**config.mk**
```make
export PLATFORM = sky130hd
export DESIGN_NAME = bsort_seq
export DESIGN_NICKNAME = d
export VERILOG_FILES = /design/src/rtl/bsort_pkg.sv /design/src/rtl/bsort_cmp.sv /design/src/rtl/bsort_ctrl.sv /design/src/rtl/bsort_array.sv /design/src/rtl/bsort_seq.sv
export SDC_FILE = /design/constraint.sdc
export NUM_CORES = 1
export LEC_CHECK = 0
export BUFFER_PORTS_ARGS = -buffer_cell sky130_fd_sc_hd__buf_2
export CAP_MARGIN = 0
export CORE_ASPECT_RATIO = 1.25
export CORE_MARGIN = 3
export CORE_UTILIZATION = 55
export CTS_CLUSTER_DIAMETER = 150
export DETAILED_ROUTE_END_ITERATION = 10
export GPL_TIMING_DRIVEN = 0
export MAX_ROUTING_LAYER = met4
export PLACE_DENSITY = 0.88
export SLEW_MARGIN = 20
export SYNTH_ARGS = -nofsm -noshare
export SYNTH_HDL_FRONTEND = slang
export SYNTH_SLANG_ARGS = --single-unit
```
**constraint.sdc**
```tcl
create_clock -name clk -period 4.95 [get_ports clk]
set_input_delay 0.2475 -clock clk [delete_from_list [all_inputs] [get_ports clk]]
set_output_delay 0.2475 -clock clk [all_outputs]
set_load 0.1 [all_outputs]
```
**src/rtl/bsort_pkg.sv**
```systemverilog
package bsort_pkg;
  function automatic int pair_total(input int n);
    return (n * (n - 1)) / 2;
  endfunction

  function automatic int cnt_bits(input int n);
    return $clog2(n + 1) + 1;
  endfunction
endpackage

```
**src/rtl/bsort_cmp.sv**
```systemverilog
module bsort_cmp #(
  parameter int W = 6
) (
  input  logic [W-1:0] left_i,
  input  logic [W-1:0] right_i,
  input  logic         desc_i,
  output logic         swap_o
);
  logic [W:0] ext_l, ext_r, diff;
  logic       neg, zero;

  always_comb begin
    ext_l  = {left_i[W-1], left_i};
    ext_r  = {right_i[W-1], right_i};
    diff   = ext_l + ~ext_r + {{W{1'b0}}, 1'b1};
    neg    = diff[W];
    zero   = (diff == '0);
    swap_o = desc_i ? neg : (!neg && !zero);
  end


  always_comb begin
    equal_noswap_chk: assert (!((left_i == right_i) && swap_o));
  end
endmodule

```
**src/rtl/bsort_ctrl.sv**
```systemverilog
module bsort_ctrl #(
  parameter int N          = 8,
  parameter bit EARLY_EXIT = 1'b0,
  parameter int IW         = $clog2(N)
) (
  input  logic          clk,
  input  logic          rst_n,
  input  logic          start_i,
  input  logic          load_i,
  input  logic          desc_i,
  input  logic          swap_i,
  output logic          busy_o,
  output logic          done_o,
  output logic          desc_o,
  output logic [IW-1:0] step_o
);
  import bsort_pkg::*;
  localparam int MAXC = pair_total(N);
  localparam int CW   = cnt_bits(MAXC);

  logic          busy_q, busy_d, done_q, done_d;
  logic          dirty_q, dirty_d, desc_q, desc_d;
  logic [IW-1:0] stage_q, stage_d, step_q, step_d, limit;
  logic          go, last_step, last_stage, finish, en;

  always_comb begin
    go         = !busy_q && start_i && !load_i;
    limit      = IW'(N - 1) - stage_q;
    last_step  = (step_q == limit);
    last_stage = (stage_q == IW'(N - 1));
    finish     = busy_q && last_step &&
                 (last_stage || (EARLY_EXIT && !(dirty_q || swap_i)));
    en         = busy_q || go;
    busy_d     = busy_q ? !finish : go;
    done_d     = finish;
    desc_d     = go ? desc_i : desc_q;
    if (go) begin
      stage_d = IW'(1);
      step_d  = '0;
      dirty_d = 1'b0;
    end else if (last_step) begin
      stage_d = stage_q + IW'(1);
      step_d  = '0;
      dirty_d = 1'b0;
    end else begin
      stage_d = stage_q;
      step_d  = step_q + IW'(1);
      dirty_d = dirty_q || swap_i;
    end
  end

  always_ff @(posedge clk or negedge rst_n) begin
    if (!rst_n) begin
      busy_q <= 1'b0;
      done_q <= 1'b0;
    end else begin
      busy_q <= busy_d;
      done_q <= done_d;
    end
  end

  always_ff @(posedge clk or negedge rst_n) begin
    if (!rst_n) begin
      stage_q <= '0;
      step_q  <= '0;
      dirty_q <= 1'b0;
      desc_q  <= 1'b0;
    end else if (en) begin
      stage_q <= stage_d;
      step_q  <= step_d;
      dirty_q <= dirty_d;
      desc_q  <= desc_d;
    end
  end

  assign busy_o = busy_q;
  assign done_o = done_q;
  assign desc_o = desc_q;
  assign step_o = step_q;

  // run length counter used only by the checks below
  logic [CW-1:0] run_cnt;
  always_ff @(posedge clk or negedge rst_n) begin
    if (!rst_n)      run_cnt <= '0;
    else if (go)     run_cnt <= '0;
    else if (busy_q) run_cnt <= run_cnt + CW'(1);
  end


  done_pulse_chk: assert property (@(posedge clk) disable iff (!rst_n)
    done_q |=> !done_q);

  done_end_chk: assert property (@(posedge clk) disable iff (!rst_n)
    done_q |-> (!busy_q && $past(busy_q)));

  step_window_chk: assert property (@(posedge clk) disable iff (!rst_n)
    busy_q |-> (step_q <= limit));

  dir_hold_chk: assert property (@(posedge clk) disable iff (!rst_n)
    busy_q |=> $stable(desc_q));

  run_len_chk: assert property (@(posedge clk) disable iff (!rst_n)
    done_q |-> (EARLY_EXIT ? (run_cnt <= CW'(MAXC)) : (run_cnt == CW'(MAXC))));
endmodule

```
**src/rtl/bsort_array.sv**
```systemverilog
module bsort_array #(
  parameter int N  = 8,
  parameter int W  = 6,
  parameter int IW = $clog2(N)
) (
  input  logic           clk,
  input  logic           rst_n,
  input  logic           load_i,
  input  logic [N*W-1:0] load_data_i,
  input  logic           busy_i,
  input  logic           desc_i,
  input  logic [IW-1:0]  step_i,
  output logic           swap_o,
  output logic [N*W-1:0] data_o
);
  logic [W-1:0]  arr_q [N];
  logic [W-1:0]  left_w, right_w;
  logic [IW-1:0] nxt_idx;
  logic          load_ok, xchg;

  assign nxt_idx = step_i + IW'(1);
  assign left_w  = arr_q[step_i];
  assign right_w = arr_q[nxt_idx];
  assign load_ok = load_i && !busy_i;
  assign xchg    = busy_i && swap_o;

  bsort_cmp #(.W(W)) u_cmp (
    .left_i (left_w),
    .right_i(right_w),
    .desc_i (desc_i),
    .swap_o (swap_o)
  );

  for (genvar i = 0; i < N; i++) begin : g_slot
    logic [W-1:0] nxt;
    logic         hit_l, hit_r, en;
    always_comb begin
      hit_l = (step_i == IW'(i));
      if (i > 0) hit_r = (step_i == IW'(i - 1));
      else       hit_r = 1'b0;
      en = load_ok || (xchg && (hit_l || hit_r));
      if (load_ok)    nxt = load_data_i[i*W +: W];
      else if (hit_l) nxt = right_w;
      else            nxt = left_w;
    end
    always_ff @(posedge clk or negedge rst_n) begin
      if (!rst_n)  arr_q[i] <= '0;
      else if (en) arr_q[i] <= nxt;
    end
    assign data_o[i*W +: W] = arr_q[i];
  end


  idle_hold_chk: assert property (@(posedge clk) disable iff (!rst_n)
    (!busy_i && !load_i) |=> $stable(data_o));
endmodule

```
**src/rtl/bsort_seq.sv**
```systemverilog
module bsort_seq #(
  parameter int N          = 8,
  parameter int W          = 6,
  parameter bit EARLY_EXIT = 1'b0
) (
  input  logic           clk,
  input  logic           rst_n,
  input  logic           load,
  input  logic [N*W-1:0] load_data,
  input  logic           start,
  input  logic           descend,
  output logic           busy,
  output logic           done,
  output logic [N*W-1:0] sorted_data
);
  localparam int IW = $clog2(N);

  logic          swap_w, desc_w;
  logic [IW-1:0] step_w;

  bsort_ctrl #(.N(N), .EARLY_EXIT(EARLY_EXIT), .IW(IW)) u_ctrl (
    .clk    (clk),
    .rst_n  (rst_n),
    .start_i(start),
    .load_i (load),
    .desc_i (descend),
    .swap_i (swap_w),
    .busy_o (busy),
    .done_o (done),
    .desc_o (desc_w),
    .step_o (step_w)
  );

  bsort_array #(.N(N), .W(W), .IW(IW)) u_array (
    .clk        (clk),
    .rst_n      (rst_n),
    .load_i     (load),
    .load_data_i(load_data),
    .busy_i     (busy),
    .desc_i     (desc_w),
    .step_i     (step_w),
    .swap_o     (swap_w),
    .data_o     (sorted_data)
  );
endmodule

```
==> flow_metrics.py <==
metrics = {
    "worst_setup_path": {
        "critical_path_class": "register to register",
        "timing.rr.start": "u_ctrl.step_o[1]",
        "worst-r2r-cell-count": 13,
        "reg2reg_slack_ns": 0.09,
        "worst_ep_required_time_ns": 5.18,
        "critPathLaunchType": "register",
        "crit_arrival_ns": 5.09,
        "endpoint_kind": "register",
        "largest_stage_delay_on_the_critical_path_ns": 0.64,
        "critical-path-top-cell-by-count": "sky130_fd_sc_hd__mux2_2",
        "cp_max_fo": 10,
        "cp_slowest_cell": "sky130_fd_sc_hd__or4b_2",
        "crit-reg2reg-capture": "u_array.data_o[33]",
        "crit_chain": "clkbuf_4, buf_4, clkinvlp_4, ha_4, mux2_2, inv_1, ha_1, or4b_2, a21oi_1, a21o_1, o221ai_4, o21ai_2, mux2_2",
    },
    "yosys": {
        "synth_top_area_frac": 0.333,
        "mappedNetlistArea_sq_um": 4290,
        "synth_area_leader_cell": "sky130_fd_sc_hd__dfrtp_1",
        "yosys_warnings": 0,
        "synthesis.area_per_instance_sq_um": 10.4,
        "count_of_cell_types_in_the_netlist": 45,
        "synth-seq-cells": 57,
        "yosys_most_used_dff": "sky130_fd_sc_hd__dfrtp_1",
        "netlist_top_cells_area": "sky130_fd_sc_hd__dfrtp_1, sky130_fd_sc_hd__mux4_2, sky130_fd_sc_hd__mux2_2, sky130_fd_sc_hd__mux2i_1, sky130_fd_sc_hd__a21oi_1",
        "synth-async-reset-ratio": 1.00,
        "synthesis.nets": 482,
        "synth-edff-count": 0,
        "post_synth_inst_count": 414,
        "share_of_synthesized_area_occupied_by_flip_flops_and_latches": 0.333,
        "synth.top_cells.by_count": "sky130_fd_sc_hd__dfrtp_1, sky130_fd_sc_hd__nor2_1, sky130_fd_sc_hd__a21oi_1, sky130_fd_sc_hd__mux2_2, sky130_fd_sc_hd__nand2_1",
    },
    "die": {
        "chipHeight_microns": 105,
        "die_w_microns": 85.0,
        "core.rowCount": 35,
        "io_pins": 103,
        "die_area_sq_um": 8890,
        "start_util": 0.572,
        "coreArea_sq_um": 7490,
    },
    "place": {
        "worst_slack_placed_ns": -0.567,
        "hpwlAfterDp_microns": 9960,
        "global_placement_routability_congestion": 0.954,
        "place.port_buffers": 102,
    },
    "detailed_routing": {
        "drc_errors": 0,
        "ant_nets": 0,
        "routed_wire_length_per_instance_microns": 21.8,
        "via_count": 4174,
        "via_to_cell_ratio": 6.71,
        "drt_first_pass_iters": 5,
        "routed_wirelength_microns": 13600,
        "detailed_router_s_first_iteration_violation_count": 415,
    },
    "worst_hold_path": {
        "min_delay_path_depth": 3,
        "hold_end": "u_ctrl.desc_o",
        "timing.hold.worst.start": "descend",
        "holdCritPathClass": "primary input to register",
    },
    "final_layout": {
        "nets": 594,
        "final_core_utilization": 0.687,
        "insertedDiodeCount": 0,
        "post_route_cells_drive_above_1_share": 0.389,
        "synthToLayoutAreaGrowth_pct": 20.1,
    },
    "global_route": {
        "global_route.usage.total": 0.313,
        "grt_first_pass_wirelength_microns": 21200,
        "groute.layer.met1.usage": 0.390,
        "antenna_found_initial": 0,
        "global_route.peak_usage_layer": "met2",
        "grt.overflow.total": 0,
        "grt_pass1_vias": 4106,
        "maximum_number_of_pins_on_one_net_before_global_route_repair": 58,
        "met3_usage": 0.0528,
        "gr-usage-met2": 0.492,
    },
    "timing": {
        "setup_repair_after_global_routing_missed_its_margin": "yes",
        "finalSetupTns_ns": 0,
        "setup_viol_count_final": 0,
        "fmax_ghz": 0.206,
        "skew_ns": 0.00997,
        "max_slew_margin": 0.501,
        "drv_slew": 0,
        "fin_ws_ns": 0.0924,
        "finalCriticalPeriod_ns": 4.86,
        "fin_crit_sh": 0.981,
        "timing_worst_slew_pin_value_ns": 0.748,
        "report.final.hold_viol_count": 0,
    },
    "clock_network": {
        "h-tree-depth": 3,
        "clk_pin_slew_ns": 0.07,
        "cts_max_path_buffers": 2,
        "numCtsBuffers": 9,
        "clock_tree_from_tritoncts": "yes",
        "postCtsSetupBuffers": 0,
        "worst_skew_late_latency_ns": 0.35,
        "clock_sink_count": 57,
        "cts.root.buffer_cell": "sky130_fd_sc_hd__clkbuf_8",
    },
    "job": {
        "max_capacitance_violation_total": 0,
    },
    "status": {
        "outcome": "finished, final reports clean",
    },
}
[per-layer routing]
| metal | vias up | share of wire | wire [microns] |
|---|---|---|---|
| met5 | - | 0 | 0 |
| met2 | 353 | 0.47 | 6440 |
| met1 | 1964 | 0.36 | 4910 |
| met4 | 0 | 0.053 | 715 |
| met3 | 81 | 0.11 | 1510 |
| li1 | 1776 | - | - |
[state kept, by name, summed over array words and instances (netlist names)]
name,cells
u_ctrl.busy_o,1
u_ctrl.step_o,3
u_ctrl.done_o,1
u_ctrl.stage_q,3
u_array.data_o,48
u_ctrl.desc_o,1
[per-stage QoR]
stage / std cells / instance area, sq um / hold slack [ns]
final: 622 / 5140 / 0.0901
after global routing: 622 / 5140 / 0.0894
after CTS: 622 / 5120 / 0.0846
after detailed placement: 608 / 4910 / 0.352
after global placement: 608 / 4910 / 0.444
after floorplan: 414 / 4290 / -0.0481
[area by class of cell]
class,count,area (sq um)
clock inverter,2,12.5
inverter,19,76.3
multi-input combinational,316,2720
sequential,57,1430
tap,92,115
fill,521,2340
timing repair buffer,103,523
clock buffer,13,169
buffer,20,105
[how the worst max path moves through the flow]
| stage | startpoint | to | slack, ns |
|---|---|---|---|
| 3_3_place_gp | u_ctrl.step_o[2] | u_array.data_o[23] | -0.46 |
| 4_1_cts | u_ctrl.step_o[2] | u_array.data_o[39] | 0.02 |
| 3_5_place_dp | u_ctrl.step_o[2] | u_array.data_o[22] | -0.57 |
| 2_1_floorplan | u_ctrl.step_o[2] | u_array.data_o[0] | 0.39 |
| 6_report | u_ctrl.step_o[1] | u_array.data_o[33] | 0.09 |
| 5_1_grt | u_ctrl.step_o[0] | u_array.data_o[33] | -0.03 |
[placed cells by master (no fill, tap or decap), drive strengths merged, types with 2 or more instances in the layout]
master / instances
a2111oi: 7
a21o: 3
a21oi: 44
a221o: 13
a221oi: 6
and2: 9
buf: 105
clkbuf: 30
clkinv: 2
clkinvlp: 2
dfrtp: 57
ha: 14
inv: 17
mux2: 36
mux2i: 30
mux4: 24
nand2: 34
nand2b: 2
nand3: 2
nor2: 57
nor2b: 3
nor3: 2
nor3b: 2
o21ai: 9
o221ai: 3
xor2: 5
[what timing repair did]
| action | in CTS | in global routing |
|---|---|---|
| endpoints found under the hold margin | 55 | 0 |
| pin swaps | 0 | 2 |
| endpoints found under the setup margin | 48 | 48 |
| resized for setup | 7 | 9 |
| hold buffers | 1 | 0 |
[cell families (layout without fill, tap and decap cells)]
logic type	count (synthesis)	after routing	synth area share
and+or+nand+nor	114	114	0.115
AOI/OAI and AO/OA	92	92	0.166
muxes	90	90	0.291
DFF	57	57	0.333
buffers and inverters	41	157	0.0391
adders and majority gates	15	15	0.0455
xor gates and xnor gates	5	5	0.0102
[critical path, delay by kind of cell (launching register included)]
| kind | cells | cell delay, ns |
|---|---|---|
| AO/OA/AOI/OAI | 4 | 1.13 |
| adder cells (fa/ha/maj) | 2 | 0.70 |
| buffers and inverters | 4 | 1.02 |
| AND/OR/NAND/NOR | 1 | 0.64 |
| multiplexers | 2 | 0.82 |
| flip-flops | 1 | 0.42 |
Power is not shown: default switching activity piles up to over one toggle a cycle in this logic, so the estimate is an artifact.
